<file path="config.mk">
export PLATFORM = sky130hd
export DESIGN_NAME = trig_matcher
export DESIGN_NICKNAME = d
export VERILOG_FILES = /design/src/rtl/trig_match_pkg.sv /design/src/rtl/trig_cfg_regs.sv /design/src/rtl/trig_chan_cond.sv /design/src/rtl/trig_neutral_stage.sv /design/src/rtl/trig_matcher.sv
export SDC_FILE = /design/constraint.sdc
export NUM_CORES = 1
export LEC_CHECK = 0
export BUFFER_PORTS_ARGS = -buffer_cell sky130_fd_sc_hd__buf_2
export CAP_MARGIN = 20
export CORE_MARGIN = 5
export CORE_UTILIZATION = 35
export CTS_CLUSTER_SIZE = 25
export DETAILED_ROUTE_END_ITERATION = 6
export PLACE_DENSITY_LB_ADDON = 0.15
export SKIP_CTS_REPAIR_TIMING = 1
export SLEW_MARGIN = 20
export SYNTH_ARGS = -nofsm -noshare
export SYNTH_HDL_FRONTEND = slang
export SYNTH_SLANG_ARGS = --single-unit
</file>
<file path="constraint.sdc">
create_clock -name clk_i -period 4.2 [get_ports clk_i]
set_clock_uncertainty 0.05 [all_clocks]
set_input_delay 0.42 -clock clk_i [delete_from_list [all_inputs] [get_ports clk_i]]
set_output_delay 0.42 -clock clk_i [all_outputs]
set_load 0.01 [all_outputs]
</file>
<file path="src/rtl/trig_match_pkg.sv">
package trig_match_pkg;
  typedef enum logic [1:0] {
    SEL_IGNORE = 2'd0,
    SEL_LEVEL  = 2'd1,
    SEL_EDGE   = 2'd2,
    SEL_ENABLE = 2'd3
  } cfg_sel_e;

  localparam logic [1:0] STAGE_CODE_PASS = 2'd2;
endpackage

</file>
<file path="src/rtl/trig_cfg_regs.sv">
module trig_cfg_regs
  import trig_match_pkg::*;
#(
  parameter int unsigned NUM_CH = 16
) (
  input  logic              clk_i,
  input  logic              rst_ni,
  input  logic              wr_i,
  input  logic [1:0]        sel_i,
  input  logic [NUM_CH-1:0] data_i,
  output logic [NUM_CH-1:0] ignore_o,
  output logic [NUM_CH-1:0] level_o,
  output logic [NUM_CH-1:0] edge_o,
  output logic [NUM_CH-1:0] enable_o
);
  cfg_sel_e sel;
  assign sel = cfg_sel_e'(sel_i);

  always_ff @(posedge clk_i or negedge rst_ni) begin
    if (!rst_ni) begin
      ignore_o <= '1;
      level_o  <= '0;
      edge_o   <= '0;
      enable_o <= '1;
    end else if (wr_i) begin
      unique case (sel)
        SEL_IGNORE: ignore_o <= data_i;
        SEL_LEVEL:  level_o  <= data_i;
        SEL_EDGE:   edge_o   <= data_i;
        SEL_ENABLE: enable_o <= data_i;
      endcase
    end
  end
endmodule

</file>
<file path="src/rtl/trig_chan_cond.sv">
module trig_chan_cond (
  input  logic en_i,
  input  logic ignore_i,
  input  logic level_i,
  input  logic edge_i,
  input  logic cur_i,
  input  logic prev_i,
  input  logic hist_ok_i,
  output logic pass_o
);
  always_comb begin
    if (!en_i) begin
      pass_o = 1'b1;
    end else if (!ignore_i) begin
      if (edge_i) pass_o = hist_ok_i && (cur_i == level_i) && (prev_i != level_i);
      else        pass_o = (cur_i == level_i);
    end else if (edge_i) begin
      pass_o = hist_ok_i && (cur_i != prev_i);
    end else begin
      pass_o = 1'b1;
    end
  end
endmodule

</file>
<file path="src/rtl/trig_neutral_stage.sv">
module trig_neutral_stage
  import trig_match_pkg::*;
#(
  parameter int unsigned STAGE_W = 8
) (
  input  logic [STAGE_W-1:0] sample_i,
  output logic               pass_o
);
  // fixed neutral setting: all bits ignored, pass-through combine code
  localparam logic [STAGE_W-1:0] IGN   = '1;
  localparam logic [STAGE_W-1:0] VAL   = '0;
  localparam logic [1:0]         CODE  = STAGE_CODE_PASS;

  logic masked_eq;
  assign masked_eq = ((sample_i & ~IGN) == (VAL & ~IGN));
  assign pass_o    = (CODE == STAGE_CODE_PASS) ? masked_eq : 1'b0;
endmodule

</file>
<file path="src/rtl/trig_matcher.sv">
module trig_matcher
  import trig_match_pkg::*;
#(
  parameter int unsigned NUM_CH     = 16,
  parameter int unsigned NUM_STAGES = 4,
  parameter int unsigned STAGE_W    = 8
) (
  input  logic              clk_i,
  input  logic              rst_ni,
  input  logic              sample_valid_i,
  input  logic [NUM_CH-1:0] sample_i,
  input  logic              cfg_wr_i,
  input  logic [1:0]        cfg_sel_i,
  input  logic [NUM_CH-1:0] cfg_data_i,
  input  logic              rearm_i,
  output logic              trig_o,
  output logic              triggered_o
);
  localparam int unsigned NUM_AUX = (NUM_STAGES > 1) ? NUM_STAGES - 1 : 1;

  logic [NUM_CH-1:0] ign, lvl, edg, ena;
  logic [NUM_CH-1:0] prev_q;
  logic              hist_ok_q;
  logic [NUM_CH-1:0] ch_pass;
  logic [NUM_AUX-1:0] aux_pass;
  logic              match;

  trig_cfg_regs #(.NUM_CH(NUM_CH)) u_cfg (
    .clk_i    (clk_i),
    .rst_ni   (rst_ni),
    .wr_i     (cfg_wr_i),
    .sel_i    (cfg_sel_i),
    .data_i   (cfg_data_i),
    .ignore_o (ign),
    .level_o  (lvl),
    .edge_o   (edg),
    .enable_o (ena)
  );

  for (genvar c = 0; c < NUM_CH; c++) begin : g_ch
    trig_chan_cond u_cond (
      .en_i      (ena[c]),
      .ignore_i  (ign[c]),
      .level_i   (lvl[c]),
      .edge_i    (edg[c]),
      .cur_i     (sample_i[c]),
      .prev_i    (prev_q[c]),
      .hist_ok_i (hist_ok_q),
      .pass_o    (ch_pass[c])
    );
  end

  if (NUM_STAGES > 1) begin : g_aux
    for (genvar s = 0; s < NUM_AUX; s++) begin : g_stage
      trig_neutral_stage #(.STAGE_W(STAGE_W)) u_stage (
        .sample_i (sample_i[STAGE_W-1:0]),
        .pass_o   (aux_pass[s])
      );
    end
  end else begin : g_no_aux
    assign aux_pass = '1;
  end

  assign match = sample_valid_i && (&ch_pass) && (&aux_pass);

  always_ff @(posedge clk_i or negedge rst_ni) begin
    if (!rst_ni) begin
      prev_q    <= '0;
      hist_ok_q <= 1'b0;
    end else if (sample_valid_i) begin
      prev_q    <= sample_i;
      hist_ok_q <= 1'b1;
    end
  end

  always_ff @(posedge clk_i or negedge rst_ni) begin
    if (!rst_ni) begin
      trig_o      <= 1'b0;
      triggered_o <= 1'b0;
    end else if (rearm_i) begin
      trig_o      <= 1'b0;
      triggered_o <= 1'b0;
    end else if (match && !triggered_o) begin
      trig_o      <= 1'b1;
      triggered_o <= 1'b1;
    end else begin
      trig_o      <= 1'b0;
    end
  end
endmodule

</file>
# Word level (Yosys, flattened, before mapping)

Index checks and enable logic that the tools add are counted.

Equality and inequality tests: 51
Muxes and demuxes: 68
Reductions and logical operators: 58

Operators with widths:

| cell                                                             | count |
|---|---|
| 1-bit two-way mux                                                | 68 |
| 1-bit logical AND                                                | 50 |
| 1-bit != test                                                    | 32 |
| 1-bit == test                                                    | 16 |
| 16-bit AND reduction                                             | 1 |
| 2-bit AND reduction                                              | 4 |
| 2-bit == test (second input constant)                            | 2 |
| 2-bit by 1-bit == test with 1-bit output (second input constant) | 1 |
| 2-bit zero test                                                  | 1 |
| 2-bit nonzero test                                               | 1 |
| 1-bit zero test                                                  | 1 |

Register bits after elaboration: 83
Input port bits: 39
Output and inout port bits: 2
Word-level logic and storage cells: 185

# Logic depth before layout (Yosys ltp)

Depth in word-level cells: 11
Gate-level depth with buffers: 6
Depth with buffers taken out: 5

# Hierarchy

A second synthesis with hierarchy kept.

Cells, all modules: 271
Area, all modules: 3777.4 um2

By module, submodules not included:

| module             | instances | cells each | area an instance (um2) | seq. area each (um2) |
|---|---|---|---|---|
| trig_cfg_regs      | 1         | 136        | 2451.1                 | 1641.6 |
| trig_matcher       | 1         | 49         | 752.0                  | 475.5 |
| trig_chan_cond     | 16        | 5          | 33.8                   | 0.0 |
| trig_neutral_stage | 3         | 2          | 11.3                   | 0.0 |

# Worst setup path after synthesis

No wires, ideal clock.

Path kind: register to register
From: register u_cfg.ignore_o[5]
To: register trig_o
Library setup time: 81 ps
Arrival: 1568 ps
Data required time: 4069 ps
Slack: 2501 ps
Cell stages (with the launch flop): 6
Buffers on the path: 0
Period minus slack after synthesis: 1699 ps
Cells stage by stage: dfstp_2 > and4bb_1 > nor4_2 > nand3b_1 > a2111o_1 > nor3_2

Longest elaborated chain between the ends: 7

RTL lines:

| what                     | line                 | RTL |
|---|---|---|
| start: declaration       | trig_cfg_regs.sv:11  | `output logic [NUM_CH-1:0] ignore_o,` |
| start signal: assignment | trig_cfg_regs.sv:27  | `SEL_IGNORE: ignore_o <= data_i;` |
| 1-bit two-way mux        | trig_chan_cond.sv:14 | `end else if (!ignore_i) begin` |
| 1-bit two-way mux        | trig_chan_cond.sv:12 | `if (!en_i) begin` |
| 16-bit AND reduction     | trig_matcher.sv:64   | `assign match = sample_valid_i && (&ch_pass) && (&aux_pass);` |
| 1-bit logical AND        | trig_matcher.sv:64   |  |
| 1-bit logical AND        | trig_matcher.sv:83   | `end else if (match && !triggered_o) begin` |
| 1-bit two-way mux        | trig_matcher.sv:83   |  |
| 1-bit two-way mux        | trig_matcher.sv:80   | `end else if (rearm_i) begin` |
| end signal: assignment   | trig_matcher.sv:81   | `trig_o <= 1'b0;` |
| end signal: assignment   | trig_matcher.sv:84   | `trig_o <= 1'b1;` |
| end signal: assignment   | trig_matcher.sv:87   | `trig_o <= 1'b0;` |
| end: declaration         | trig_matcher.sv:16   | `output logic trig_o,` |

Every way passes these cells.
A chain may end at the register's enable or synchronous reset.

# Worst setup path after layout

From: register hist_ok_q
To: register trig_o

Longest elaborated chain between the ends: 10
Elaborated cells on any way between the ends: 117
Classes of those cells: mux (66); reduce/logical (51)

RTL lines:

| what                           | line                 | RTL |
|---|---|---|
| start: declaration             | trig_matcher.sv:23   | `logic hist_ok_q;` |
| start signal: assignment       | trig_matcher.sv:69   | `hist_ok_q <= 1'b0;` |
| start signal: assignment       | trig_matcher.sv:72   | `hist_ok_q <= 1'b1;` |
| 1-bit logical AND (2 in a row) | trig_chan_cond.sv:15 | `if (edge_i) pass_o = hist_ok_i && (cur_i == level_i) && (prev_i != level_i);` |
| 1-bit two-way mux              | trig_chan_cond.sv:15 |  |
| 1-bit two-way mux              | trig_chan_cond.sv:14 |  |
| 1-bit two-way mux              | trig_chan_cond.sv:12 |  |
| 16-bit AND reduction *         | trig_matcher.sv:64   |  |
| 1-bit logical AND *            | trig_matcher.sv:64   |  |
| 1-bit logical AND *            | trig_matcher.sv:83   |  |
| 1-bit two-way mux *            | trig_matcher.sv:83   |  |
| 1-bit two-way mux *            | trig_matcher.sv:80   |  |

Every way passes the cells marked *; elsewhere a longest branch is shown, timed or not.

==> impl_metrics.toml <==
[yosys]
synth_top_family_by_area = "multiplexers"
synth_cells = 270
ys_top_cells_by_area = "dfrtp_1, mux2_2, dfstp_2"
synth_cell_types = 34
synthMuxAreaShare_pct = 23.14
syn_area_mm2 = 0.003796
synth_simple_gate_area_share_pct = 8.932
synth_top_area_share_pct = 33.62
synth-xor-area-share_pct = 0.4614
yosysSeqAreaShare_pct = 55.77
avgSynthCellArea_um2 = 14.06
synth_fp_nets = 309
ys_ff_latch = 83
synthAdderAreaFrac_pct = 0
synth_compound_area_share_pct = 10.35
yosysTopAreaCell = "dfrtp_1"
yosysWarnings = 0

[floorplanning]
die_w_um = 114.1
die-area_mm2 = 0.01303
row_count = 38
start_util_pct = 35.33
fp.coreArea_mm2 = 0.01075
fp.dieH_um = 114.1
ios = 41

[global_route]
grt-ovfl-total = 0
grt_use_total_pct = 14.05
grt_pass1_vias = 2523
grt_pass1_wl_mm = 14.04
antenna_found_initial = 0
grt_max_degree = 84

[drt]
ant_nets = 0
routed.top_layer = "met4"
dr_wl_met2_mm = 4.163
wl_mm = 8.590
via_per_inst = 5.271
dr.pass1.iters = 4
route.met3.wl_um = 212
post-route-drc-count = 0
vias = 2430
routedWlPerCell_um = 18.63
m1WireLength_mm = 4.106
drt_first_iter_violations = 75

[sta]
max_freq_ghz = 0.4944
fin_tns_setup_ps = 0
tightestPinTransition_ps = 1027
finalHoldViolCount = 0
finalWorstSetupSlack_ps = 2177
max_slew_margin_pct = 31.35
rsz0062_at_grt = "false"
final-setup-viol-count = 0
fin_crit_sh_pct = 48.16
slew_violations = 0
min_period_ps = 2023

[final_layout]
multi_input_area_mm2 = 0.001628
layout_commonest_cell = "mux2_2"
final_cell_mix = "mux2_2, dfrtp_1, buf_2, dfstp_2"
final_nets = 355
drive_gt1_share_pct = 52.96
ff_latch_area_mm2 = 0.002117
antennaDiodeCount = 0
syn_to_final_growth_pct = 15.06
nFillCells = 1063

[worst_setup_path]
cp.required_ps = 4420
r2r-start = "hist_ok_q"
r2r_cells = 5
r2r_slack_ps = 2180
r2r_end = "trig_o"
arrival_ps = 2240
cp-end-kind = "register"
cp-start-kind = "register"
worstPathMaxFanout = 17
path_class = "reg -> reg"

[clocking]
ctsHtreeMaxLevel = 3
clock_sinks = 83
clk_latency_ps = 350
path_clk_slew_ps = 90
cts_tree = "yes"
numCtsBuffers = 9
clk_path_buf_depth = 2
cts_root_buf = "clkbuf_8"

[placement]
place_hpwl_mm = 5.893
place.gp.congestion = 0.7426
portBuffers = 40
dp_slack_ps = 2118

[pwr]
internal-power_uw = 1466
swShare_pct = 26.51
powerDensity_mw_per_mm2 = 456.8
clock_power_share_pct = 29.3
cellLeakagePower_uw = 0.001760
p_comb_share_pct = 16.8
ir_worst_vdd_mv = 0.1941
p_sw_uw = 528.9
pwr-share-seq_pct = 54.0

[flow_run]
maxCapViolCount = 0

[outcome]
status = "complete, no violations"

[worst_hold_path]
hp-class = "in -> async"
cell families (layout without fill, tap and decap cells):
group	Yosys count	in the layout
AO/OA/AOI/OAI	52	52
flip-flops	83	83
XOR/XNOR	2	2
AND/OR/NAND/NOR	44	44
buffers and inverters	11	62
multiplexers	78	78
area by class of cell:
class                           count  share of cell area (%)
Clock buffer                       11                   3.237
Clock inverter                      5                   1.432
Inverter                            4                  0.3437
Multi-Input combinational cell    176                   37.27
Sequential cell                    83                   48.47
Tap cell                          140                   4.010
Timing Repair Buffer               42                   5.242
state kept, by name, indices dropped and copies added (netlist names):
name and flops:
prev_q 16, trig_o 1, hist_ok_q 1, u_cfg.ignore_o 16
u_cfg.enable_o 16, u_cfg.edge_o 16, triggered_o 1, u_cfg.level_o 16
synthesized netlist by cell type (all sizes together):
cell type  count
o22ai          1
xor2           2
nand2          4
nor4           3
o221ai         1
o2bb2ai       15
mux2          78
buf            7
nand3b         4
nor3           2
nand4          3
and2           7
a22oi          4
o21ai         16
dfstp         32
and4           1
nor3b          1
nand2b         1
nand3          3
nor4bb        13
and4bb         1
inv            4
dfrtp         51
a22o           6
a2111o         1
a32oi          7
a21oi          1
or2            1
power groups by stage:
stage	Combinational [uW]	Sequential [uW]	Clock, uW
final	334	1080	584
after global routing	373	1100	638
after CTS	341	1080	606
after detailed placement	340	1090	0
after global placement	332	1090	0
after floorplan	245	1060	0
routing by layer:
layer,vias up,global-route usage (%)
li1,1145,-
met1,1243,19.33
met2,34,22.37
met3,8,2.907
met4,0,4.355
met5,-,0
worst max-delay path: stages (launching register included):
cell and delay (ps):
dfrtp_1 790, o21ai_0 210, a22o_1 230, a22oi_1 260
nand4_1 220, nor3_2 190
metrics by stage:
step | util [%] | total power [uW] | cells | area, um2 | hold slack (ps)
3_3_place_gp | 38.58 | 1419 | 444 | 4145 | 432.2
3_5_place_dp | 38.72 | 1432 | 445 | 4160 | 418.8
2_1_floorplan | - | 1301 | 270 | 3796 | 74.41
5_1_grt | 40.65 | 2110 | 461 | 4368 | 111.7
6_report | 40.65 | 1995 | 461 | 4368 | 52.57
4_1_cts | 40.61 | 2023 | 461 | 4364 | 214.5
how the worst max path moves through the flow:
stage                                   end  slack (ps)               from  cells past startpoint
after detailed placement  u_cfg.level_o[15]        2120       cfg_sel_i[1]                      3
final                                trig_o        2180          hist_ok_q                      5
after CTS                            trig_o        2130          hist_ok_q                      5
after floorplan                      trig_o        2500  u_cfg.ignore_o[5]                      5
after global placement      u_cfg.edge_o[3]        1980       cfg_sel_i[0]                      3
after global routing                 trig_o        1960          hist_ok_q                      5
(Power assumes the default switching activity.)
